## config.mk

```make
export PLATFORM = sky130hd
export DESIGN_NAME = usb_irq_hub
export DESIGN_NICKNAME = d
export VERILOG_FILES = /design/src/rtl/usb_irq_pkg.sv /design/src/rtl/usb_run_timer.sv /design/src/rtl/usb_sof_gen.sv /design/src/rtl/usb_tok_slot.sv /design/src/rtl/usb_irq_hub.sv
export SDC_FILE = /design/constraint.sdc
export NUM_CORES = 1
export LEC_CHECK = 0
export CORE_UTILIZATION = 55
export CTS_BUF_LIST = sky130_fd_sc_hd__clkbuf_4 sky130_fd_sc_hd__clkbuf_8
export DETAILED_ROUTE_END_ITERATION = 10
export DONT_BUFFER_PORTS = 1
export PLACE_DENSITY = 0.7
export SYNTH_ARGS = -nofsm -noshare
export SYNTH_HDL_FRONTEND = slang
export SYNTH_HIERARCHICAL = 1
export SYNTH_SLANG_ARGS = --single-unit
```

## constraint.sdc

```tcl
create_clock -name clk -period 2.8 [get_ports clk]
set_input_delay 0.42 -clock clk [delete_from_list [all_inputs] [get_ports clk]]
set_output_delay 0.42 -clock clk [all_outputs]
set_load 0.05 [all_outputs]
```

## src/rtl/usb_irq_pkg.sv

```systemverilog
package usb_irq_pkg;

    localparam int REG_W  = 8;
    localparam int ADDR_W = 3;

    typedef enum logic [1:0] {
        LS_SE0 = 2'b00,
        LS_J   = 2'b01,
        LS_K   = 2'b10,
        LS_SE1 = 2'b11
    } line_e;

    // status / enable bit positions
    localparam int B_BRST = 0;
    localparam int B_ERR  = 1;
    localparam int B_SOF  = 2;
    localparam int B_TOK  = 3;
    localparam int B_SLP  = 4;
    localparam int B_RSM  = 5;
    localparam int B_ATT  = 6;
    localparam int B_STL  = 7;

    localparam logic [ADDR_W-1:0] A_STAT = 3'd0;
    localparam logic [ADDR_W-1:0] A_EN   = 3'd1;
    localparam logic [ADDR_W-1:0] A_TOK  = 3'd2;
    localparam logic [ADDR_W-1:0] A_THR  = 3'd3;
    localparam logic [ADDR_W-1:0] A_OVF  = 3'd4;

    typedef struct packed {
        logic [REG_W-1:0] stat;
        logic [REG_W-1:0] en;
        logic [REG_W-1:0] thr;
        logic             ovf;
        logic             irq;
    } hub_regs_t;

    typedef struct packed {
        logic [REG_W-1:0] cur;
        logic [REG_W-1:0] hold;
        logic             hv;
    } tok_regs_t;

endpackage

```

## src/rtl/usb_run_timer.sv

```systemverilog
module usb_run_timer #(
    parameter int LIMIT = 16
) (
    input  logic clk,
    input  logic rst_n,
    input  logic match,
    output logic fire
);
    localparam int CW = $clog2(LIMIT + 1);
    localparam logic [CW-1:0] CNT_TOP  = CW'(LIMIT);
    localparam logic [CW-1:0] CNT_LAST = CW'(LIMIT - 1);

    logic [CW-1:0] cnt_d, cnt_q;

    always_comb begin
        fire  = match && (cnt_q == CNT_LAST);
        cnt_d = cnt_q;
        if (!match)
            cnt_d = '0;
        else if (cnt_q != CNT_TOP)
            cnt_d = cnt_q + 1'b1;
    end

    always_ff @(posedge clk or negedge rst_n) begin
        if (!rst_n)
            cnt_q <= '0;
        else
            cnt_q <= cnt_d;
    end
endmodule

```

## src/rtl/usb_sof_gen.sv

```systemverilog
module usb_sof_gen
    import usb_irq_pkg::*;
#(
    parameter int FRAME_W = 14
) (
    input  logic               clk,
    input  logic               rst_n,
    input  logic               host_mode,
    input  logic               sof_rx,
    input  logic [FRAME_W-1:0] frame_remain,
    input  logic [REG_W-1:0]   thr,
    output logic               evt
);
    logic hit_d, hit_q;
    logic at_thr;

    always_comb begin
        at_thr = (frame_remain == FRAME_W'(thr));
        hit_d  = at_thr;
        evt    = host_mode ? (at_thr && !hit_q) : sof_rx;
    end

    always_ff @(posedge clk or negedge rst_n) begin
        if (!rst_n)
            hit_q <= 1'b0;
        else
            hit_q <= hit_d;
    end
endmodule

```

## src/rtl/usb_tok_slot.sv

```systemverilog
module usb_tok_slot
    import usb_irq_pkg::*;
(
    input  logic             clk,
    input  logic             rst_n,
    input  logic             evt,
    input  logic [REG_W-1:0] tok_in,
    input  logic             ack,
    input  logic             flag_q,
    output logic             flag_d,
    output logic [REG_W-1:0] cur,
    output logic             hold_v,
    output logic             ovf_evt
);
    tok_regs_t q, d;

    always_comb begin
        d       = q;
        flag_d  = flag_q;
        ovf_evt = 1'b0;
        // acknowledge is applied before a same-cycle completion
        if (ack && flag_q) begin
            if (q.hv) begin
                d.cur  = q.hold;
                d.hv   = 1'b0;
                flag_d = 1'b1;
            end else begin
                d.cur  = '0;
                flag_d = 1'b0;
            end
        end
        if (evt) begin
            if (!flag_d) begin
                d.cur  = tok_in;
                flag_d = 1'b1;
            end else if (!d.hv) begin
                d.hold = tok_in;
                d.hv   = 1'b1;
            end else begin
                ovf_evt = 1'b1;
            end
        end
    end

    always_ff @(posedge clk or negedge rst_n) begin
        if (!rst_n)
            q <= '0;
        else
            q <= d;
    end

    assign cur    = q.cur;
    assign hold_v = q.hv;
endmodule

```

## src/rtl/usb_irq_hub.sv

```systemverilog
module usb_irq_hub
    import usb_irq_pkg::*;
#(
    parameter int CLK_HZ  = 48_000_000,
    parameter int ERR_W   = 8,
    parameter int FRAME_W = 14
) (
    input  logic               clk,
    input  logic               rst_n,
    input  logic [1:0]         line_state,
    input  logic               host_mode,
    input  logic               sof_rx,
    input  logic [FRAME_W-1:0] frame_remain,
    input  logic               tok_done,
    input  logic [7:0]         tok_in,
    input  logic               stall_evt,
    input  logic               attach_evt,
    input  logic               resume_evt,
    input  logic [ERR_W-1:0]   err_flags,
    input  logic               reg_wr,
    input  logic [2:0]         reg_addr,
    input  logic [7:0]         reg_wdata,
    output logic [7:0]         reg_rdata,
    output logic               irq
);
    localparam int IDLE_RAW = (CLK_HZ * 3) / 1000;
    localparam int RST_RAW  = CLK_HZ / 400000;
    localparam int IDLE_CYC = (IDLE_RAW < 1) ? 1 : IDLE_RAW;
    localparam int RST_CYC  = (RST_RAW < 1) ? 1 : RST_RAW;

    hub_regs_t q, d;

    logic idle_fire, brst_fire, sof_evt;
    logic tok_flag_d, tok_hold_v, tok_ovf;
    logic [REG_W-1:0] tok_cur;
    logic wr_stat, wr_en, wr_thr, wr_ovf;

    // Views for the bound checker
    logic [REG_W-1:0] stat_view, en_view;
    logic             ovf_view;

    assign wr_stat = reg_wr && (reg_addr == A_STAT);
    assign wr_en   = reg_wr && (reg_addr == A_EN);
    assign wr_thr  = reg_wr && (reg_addr == A_THR);
    assign wr_ovf  = reg_wr && (reg_addr == A_OVF);

    usb_run_timer #(.LIMIT(IDLE_CYC)) u_idle (
        .clk   (clk),
        .rst_n (rst_n),
        .match (line_state == LS_J),
        .fire  (idle_fire)
    );

    usb_run_timer #(.LIMIT(RST_CYC)) u_brst (
        .clk   (clk),
        .rst_n (rst_n),
        .match (line_state == LS_SE0),
        .fire  (brst_fire)
    );

    usb_sof_gen #(.FRAME_W(FRAME_W)) u_sof (
        .clk          (clk),
        .rst_n        (rst_n),
        .host_mode    (host_mode),
        .sof_rx       (sof_rx),
        .frame_remain (frame_remain),
        .thr          (q.thr),
        .evt          (sof_evt)
    );

    usb_tok_slot u_tok (
        .clk     (clk),
        .rst_n   (rst_n),
        .evt     (tok_done),
        .tok_in  (tok_in),
        .ack     (wr_stat && reg_wdata[B_TOK]),
        .flag_q  (q.stat[B_TOK]),
        .flag_d  (tok_flag_d),
        .cur     (tok_cur),
        .hold_v  (tok_hold_v),
        .ovf_evt (tok_ovf)
    );

    logic [REG_W-1:0] set_vec, clr_vec;

    always_comb begin
        set_vec         = '0;
        set_vec[B_BRST] = brst_fire;
        set_vec[B_ERR]  = |err_flags;
        set_vec[B_SOF]  = sof_evt;
        set_vec[B_SLP]  = idle_fire;
        set_vec[B_RSM]  = resume_evt;
        set_vec[B_ATT]  = attach_evt;
        set_vec[B_STL]  = stall_evt;
        clr_vec         = wr_stat ? reg_wdata : '0;

        d             = q;
        d.stat        = (q.stat & ~clr_vec) | set_vec;
        d.stat[B_TOK] = tok_flag_d;
        if (wr_en)
            d.en = reg_wdata;
        if (wr_thr)
            d.thr = reg_wdata;
        d.ovf = (q.ovf && !(wr_ovf && reg_wdata[0])) || tok_ovf;
        d.irq = |(d.stat & d.en);
    end

    always_ff @(posedge clk or negedge rst_n) begin
        if (!rst_n)
            q <= '0;
        else
            q <= d;
    end

    always_comb begin
        case (reg_addr)
            A_STAT:  reg_rdata = q.stat;
            A_EN:    reg_rdata = q.en;
            A_TOK:   reg_rdata = tok_cur;
            A_THR:   reg_rdata = q.thr;
            A_OVF:   reg_rdata = {7'd0, q.ovf};
            default: reg_rdata = '0;
        endcase
    end

    assign irq       = q.irq;
    assign stat_view = q.stat;
    assign en_view   = q.en;
    assign ovf_view  = q.ovf;
endmodule

```

== Word-level counts from Yosys, hierarchy flattened ==
Cells that the tools add are included.

* Equality and inequality tests: 12
* Muxes and demuxes: 21
* Reduce and logical (&&, ||, !) cells: 19
* Add/subtract/negate cells: 2
* Bitwise operators: 5

{| class="wikitable"
|+ Operator list
! cell !! number
|-
| 8-bit two-way mux || 5
|-
| 8-bit case mux with 5 select lines || 1
|-
| 18-bit two-way mux || 2
|-
| 18-bit by 1-bit adder with 18-bit output (second input constant) || 1
|-
| 18-bit equality test (second input constant) || 1
|-
| 9-bit two-way mux || 2
|-
| 18-bit inequality test (second input constant) || 1
|-
| 17-bit two-way mux || 1
|-
| 8-bit bitwise AND || 2
|-
| 8-bit OR reduction || 2
|-
| 14-bit by 8-bit equality test with 1-bit output || 1
|-
| 7-bit two-way mux || 2
|-
| 1-bit logical AND || 11
|-
| 1-bit two-way mux || 8
|-
| 8-bit inverter || 1
|-
| 8-bit OR || 1
|-
| 7-bit by 1-bit adder with 7-bit output (second input constant) || 1
|-
| 7-bit equality test (second input constant) || 1
|-
| 7-bit inequality test (second input constant) || 1
|-
| 3-bit by 2-bit equality test with 1-bit output (second input constant) || 2
|-
| 2-bit inequality test (second input constant) || 2
|-
| 3-bit by 1-bit equality test with 1-bit output (second input constant) || 1
|-
| 3-bit equality test (second input constant) || 1
|-
| 3-bit logical NOT || 1
|-
| other kinds (6) || 7
|}

* Bits of input ports: 52
* Register bits after elaboration: 69
* Output and inout port bits: 9
* Logic and storage cells: 70

== Logic depth before layout (Yosys ltp) ==
Gate-level depths: netlist (run 1).

* Depth in word-level cells: 9
* Gate-level depth with buffers: 9
* Mapped depth without buffers: 8

== Cells and area by module ==
The synthesis (run 1) kept the hierarchy.

{| class="wikitable"
|+ By module, submodules not included
! module !! cells each !! seq. area each (sq um) !! instances !! area an instance (sq um)
|-
| usb_irq_hub || 108 || 650.6 || 1 || 1356.3
|-
| usb_run_timer (u_idle) || 104 || 450.4 || 1 || 1013.5
|-
| usb_tok_slot || 81 || 425.4 || 1 || 902.1
|-
| usb_run_timer (u_brst) || 40 || 175.2 || 1 || 377.9
|-
| usb_sof_gen || 17 || 25.0 || 1 || 155.1
|}

== Least setup slack after synthesis (run 1) ==
OpenSTA, ideal clock, no wires.

* Kind: in2out
* Start: input port reg_addr[0]
* End: output port reg_rdata[0]
* Arrival: 1.855 ns
* Data required time: 2.380 ns
* Stages: 6
* Path slack: 0.525 ns
* Buffers on the path: 2
* Path through: buf_2 -> buf_2 -> mux2i_1 -> nor2_1 -> a31oi_1 -> o22ai_1

* Longest elaborated chain between the ends: 2
* Elaborated cells on any way between the ends: 6
* Classes of those cells: eq/ne (4); mux (1); reduce/logical (1)

{| class="wikitable"
|+ RTL lines
! what !! line !! text
|-
| start, declared || usb_irq_hub.sv:21 || <nowiki>input logic [2:0] reg_addr,</nowiki>
|-
| 3-bit equality test (tied with other cells) || usb_irq_hub.sv:116 || <nowiki>case (reg_addr)</nowiki>
|-
| 8-bit case mux with 5 select lines * || usb_irq_hub.sv:116 ||
|-
| end, declared || usb_irq_hub.sv:23 || <nowiki>output logic [7:0] reg_rdata,</nowiki>
|}

Every way passes the cells marked *; elsewhere a longest branch is shown, timed or not.

== Worst setup path in the final report (run 1) ==
* Start: register q, in the netlist stat_view[3]
* End: output port reg_rdata[3]

* Longest elaborated chain between the ends: 1

{| class="wikitable"
|+ RTL lines
! what !! line !! text
|-
| start, declared || usb_irq_hub.sv:31 || <nowiki>hub_regs_t q, d;</nowiki>
|-
| start signal, assigned || usb_irq_hub.sv:110 || <nowiki>q <= '0;</nowiki>
|-
| start signal, assigned || usb_irq_hub.sv:112 || <nowiki>q <= d;</nowiki>
|-
| 8-bit case mux with 5 select lines || usb_irq_hub.sv:116 ||
|}

No other way between the ends.

==> run metrics, run 1 <==
multi-input logic area about 1900 um2; first-pass GRT wire length 12410 um; die height 85.18 um; remaining antenna violation count 0; Seq. cell area roughly 1700 um2; most common cell after layout, fill and taps aside dfrtp_1; largest net degree at the start of global routing 70; post-CTS sizing 0; Post-Syn Area approximately 3800 um2; Power Total about 0.0025 W; TritonRoute pass-1 iters 4; setup ws final roughly 650 ps; RSZ-0062 raised after global routing no; Fin. Hold Viols 0; status finished clean; row count 29; Overall Global Routing Usage 0.2224; clk slew on worst S/H paths around 80 ps; H-tree Lvls 3; Startpoint Class flop; Setup violations, final 0; Post-CTS Setup Repair Bufs 0; hold_buf cts 2; Yosys cell types 53; final wirelength approximately 7600 um; dpl hpwl 5335 um; Synth warnings 6; Slew Limit Headroom 0.6036; initial antenna violation count 0; die area between 7000 and 8000 um2; initial DRC count just over 200; Pleak approximately 1.7 nW; Tmin final roughly 2200 ps; clock sink count 69; Starting Density 0.5858; CTS tree yes; RePlAce Congestion approximately 0.8; Congestion Overflow GR 0; worst skew pair latency 340 ps; Yosys reg bits 69; Most used DFF post-synth dfrtp_1; DR WL/cell ~18 um; DP Worst Slack 610.6 ps; Syn Area/Cell about 11 um2; crit path DAT between 1500 and 2000 ps; Via density between 6 and 7; Hold Crit Class in2reg; DIE WIDTH around 85 um; CP endpoint kind primary output; Core ar. 6495 um2; setup tns final 0 ps; ant diodes 0; hold_ws 200.7 ps; highest fanout seen on the critical path 13; Area growth, synth to finish 8.089%; routed vias 2657; Syn Inst Count between 300 and 400; Post-synth EDFFs 0; Crit Path Class reg2out; asr flop ratio synth 1.000; maxcap violations 0; Seq/Total Area, Yosys 0.4538; Net Count, Synth ~410; WP data required 2380 ps; drt drc 0; fin nets 409; Root Buffer clkbuf_8; Max Freq 464.8 MHz; Final Slew Violations 0; most frequent cells in the layout dfrtp_1, mux2_2, nand2_1; vias in the first global route 2531; Layout fillers 540; I/O pins 61; Longest Clk Path Bufs 2; final period utilization 0.7684; Num CTS Buffers 9; Pwr Density between 600 and 700 nW/um2; Worst-Margin Slew approximately 590 ps; clk_skew 9.662 ps; worst vdd ir around 0.00042 V; share of cells above drive strength 1 0.2095; Port Buf Inserts 0
[cells in the mapped netlist, drive strengths merged, types with 3 or more instances]
master  instances  area share
o21ai          16       0.024
nand4          18       0.034
nand3           9       0.012
nand4b          5       0.012
ha              4       0.013
a21o            5      0.0099
mux2           32       0.095
dfrtp          69        0.45
a21oi           3      0.0039
nor3            7       0.012
nor2b          12       0.020
and2           14       0.023
buf            16       0.027
xnor2          13       0.030
a22oi           3      0.0059
nor4            8       0.016
mux2i           5       0.013
o22ai           3      0.0049
nand3b          4      0.0079
mux4            7       0.041
xor2            8       0.018
a31oi           4      0.0066
nand2          24       0.024
nor2           12       0.012
clkbuf          5      0.0049
inv            19       0.019
[per-layer routing]
layer  vias up  wire length, um  track usage
li1       1252                -            -
met1      1326             3627       0.3204
met2        73             3528       0.3284
met3         6              404      0.05837
met4         0               68      0.07396
met5         -                0            0
[sequential cells by signal, indices dropped and copies added, names as in the netlist]
register / count
u_idle/cnt_q: 18
en_view: 8
q: 8
stat_view: 8
u_tok/cur: 8
u_tok/q: 8
u_brst/cnt_q: 7
irq: 1
ovf_view: 1
u_sof/hit_q: 1
u_tok/hold_v: 1
[critical path, cell delays in order, from the launching register on]
cell and delay, ps:
dfrtp_1 560, mux4_2 510, nor2b_1 140, buf_4 180
[final cells by class]
type / count / share of cell area
clock buffers: 9 / 0.03012
clock inverters: 7 / 0.02008
inverters: 19 / 0.01734
multi-input cells: 241 / 0.4600
flip-flops and latches: 69 / 0.4198
well taps: 77 / 0.02343
repair buffers: 13 / 0.02921
[where the power goes]
group | leakage, nW | switching (W) | internal (W)
sequential | 0.854 | 0.000104 | 0.00112
combinational | 0.725 | 0.000188 | 0.000216
clock | 0.0984 | 0.000416 | 0.000425
total | 1.68 | 0.000708 | 0.00176
[metrics by stage]
| step | instances | cell area [um2] | util |
|---|---|---|---|
| floorplan | 350 | 3805 | - |
| global placement | 417 | 3869 | 0.5956 |
| detailed placement | 417 | 3869 | 0.5956 |
| CTS | 435 | 4113 | 0.6332 |
| global route | 435 | 4113 | 0.6332 |
| finish | 435 | 4113 | 0.6332 |
[final timing paths]
path                                 start          endpoint  slack, ps  depth (start not counted)
min in group asynchronous            rst_n   u_idle/cnt_q[3]        610                          2
min                           reg_wdata[0]      stat_view[0]        200                          1
min reg2reg                       ovf_view          ovf_view        500                          1
max in group asynchronous            rst_n        en_view[1]       1890                          2
max                           stat_view[3]      reg_rdata[3]        650                          3
max reg2reg                u_idle/cnt_q[2]  u_idle/cnt_q[17]        800                          4
[cells by family after synthesis]
| group | share of synthesized area |
|---|---|
| AO/OA/AOI/OAI | 0.07169 |
| XOR/XNOR | 0.04834 |
| adder cells (fa/ha/maj) | 0.01315 |
| buffers and inverters | 0.05064 |
| flip-flops | 0.4538 |
| multiplexers | 0.1493 |
| AND/OR/NAND/NOR | 0.2131 |
Power figures use the tool's default switching activity.
==> run 2, diff against run 1 <==
Settings changed: PLACE_DENSITY 0.7 to 0.73.
Clock period 2.8 ns to 1.9 ns, I/O delays scaled along.
==> run metrics, run 2 (same netlist as run 1, synthesis figures left out) <==
met2 WL between 3000 and 4000 um; TritonRoute pass-1 iters 4; maxcap violations 0; setup slack, reg-to-reg 100 ps; final wirelength 7575 um; die area 7255 um2; DIE WIDTH 85.18 um; Startpoint Class flop; crit path DAT roughly 1600 ps; Cells after DPL ~430; Setup violations, final 0; WP data required 1620 ps; Layout fillers 498; Final Slew Violations 0; ant diodes 0; setup ws final between 2 and 3 ps; dpl hpwl around 5300 um; Num CTS Buffers 9; highest fanout seen on the critical path 2; top sig layer met4; vias in the first global route roughly 2600; DP Area just under 4000 um2; Longest Clk Path Bufs 2; row count 29; max reg flops 18; Core ar. roughly 6500 um2; Port Buf Inserts 0; RePlAce Congestion 0.9195; met1 WL ~3500 um; final period utilization 0.9985; clock sink count 69; Hold Crit Class in2reg; DP Worst Slack ~33 ps; H-tree Lvls 3; worst skew pair latency 340 ps; most frequent cells in the layout dfrtp_1, mux2_2, nand2_1; DR WL/cell 17.02 um; Worst-Margin Slew 631.4 ps; I/O pins around 60; clk_skew roughly 6.8 ps; share of cells above drive strength 1 0.2582; CTS tree yes; Slew Limit Headroom 0.5801; Crit Path Class reg2out; drt drc 0; initial DRC count ~110; Pleak ~1.7 nW; Area growth, synth to finish 10.65%; met3 WL around 420 um; remaining antenna violation count 0; Pwr Density between 800 and 900 nW/um2; CP endpoint kind primary output; status finished clean; setup tns final 0 ps; Tmin final between 1500 and 2000 ps; Root Buffer clkbuf_8; die height roughly 85 um; Overall Global Routing Usage 0.2249; Power Total roughly 0.0034 W; largest net degree at the start of global routing 70; clk slew on worst S/H paths roughly 70 ps; Congestion Overflow GR 0; Via density 6.016; initial antenna violation count 0; most common cell after layout, fill and taps aside dfrtp_1; first-pass GRT wire length approximately 13000 um; fin area 4210 um2; worst vdd ir between 0.0006 and 0.0007 V; final std cells w/o fill approximately 450; routed vias ~2700; Top reg by flops u_idle/cnt_q; fin nets between 400 and 500; Max Freq around 530 MHz; Fin. Hold Viols 0; Starting Density 0.5858; RSZ-0062 raised after global routing yes
## run 2: where the power goes
part | internal (W) | switching [W]
clock network | 0.000541 | 0.000498
registers | 0.00165 | 0.000143
logic | 0.000322 | 0.000282
## run 2: cell type report
type / count / area, um2 / share of cell area
tap: 77 / 96.34 / 0.02288
multi-input combinational: 241 / 1932 / 0.4588
clock buffer: 12 / 158.9 / 0.03774
inverter: 19 / 71.32 / 0.01694
sequential: 69 / 1728 / 0.4104
timing repair buffer: 25 / 214.0 / 0.05082
clock inverter: 2 / 10.01 / 0.002377
## run 2: layer usage
| layer | up-vias | track usage |
|---|---|---|
| li1 | 1282 | - |
| met1 | 1300 | 0.3226 |
| met2 | 83 | 0.3270 |
| met3 | 12 | 0.06518 |
| met4 | 0 | 0.08012 |
| met5 | - | 0 |
## run 2: what timing repair did
item,in CTS,in global routing
gates resized for setup,1,5
setup buffers,1,2
hold endpoints to repair,69,69
pin swaps,0,9
endpoints found under the setup margin,1,1
cloned,0,0
## run 2: path summary, 6_finish.rpt
kind	start	to	cells after the start
max in group asynchronous	rst_n	stat_view[3]	2
min in group asynchronous	rst_n	u_idle/cnt_q[4]	2
max reg2reg	u_idle/cnt_q[8]	irq	8
min reg2reg	ovf_view	ovf_view	1
max	q[4]	reg_rdata[2]	4
min	stall_evt	stat_view[7]	1
## run 2: metrics by stage
| stage | utilization | hold WS [ps] |
|---|---|---|
| after floorplan | - | -10.59 |
| after global placement | 0.6086 | -8.675 |
| after global routing | 0.6482 | 47.22 |
| after detailed placement | 0.6086 | -9.010 |
| final | 0.6482 | 59.89 |
| after CTS | 0.6359 | -377.0 |
## run 2: worst max-delay path, cell delays in order, from the launching register on
cell	delay [ps]
dfrtp_1	390
buf_4	140
mux4_2	450
nor2b_1	150
buf_6	150
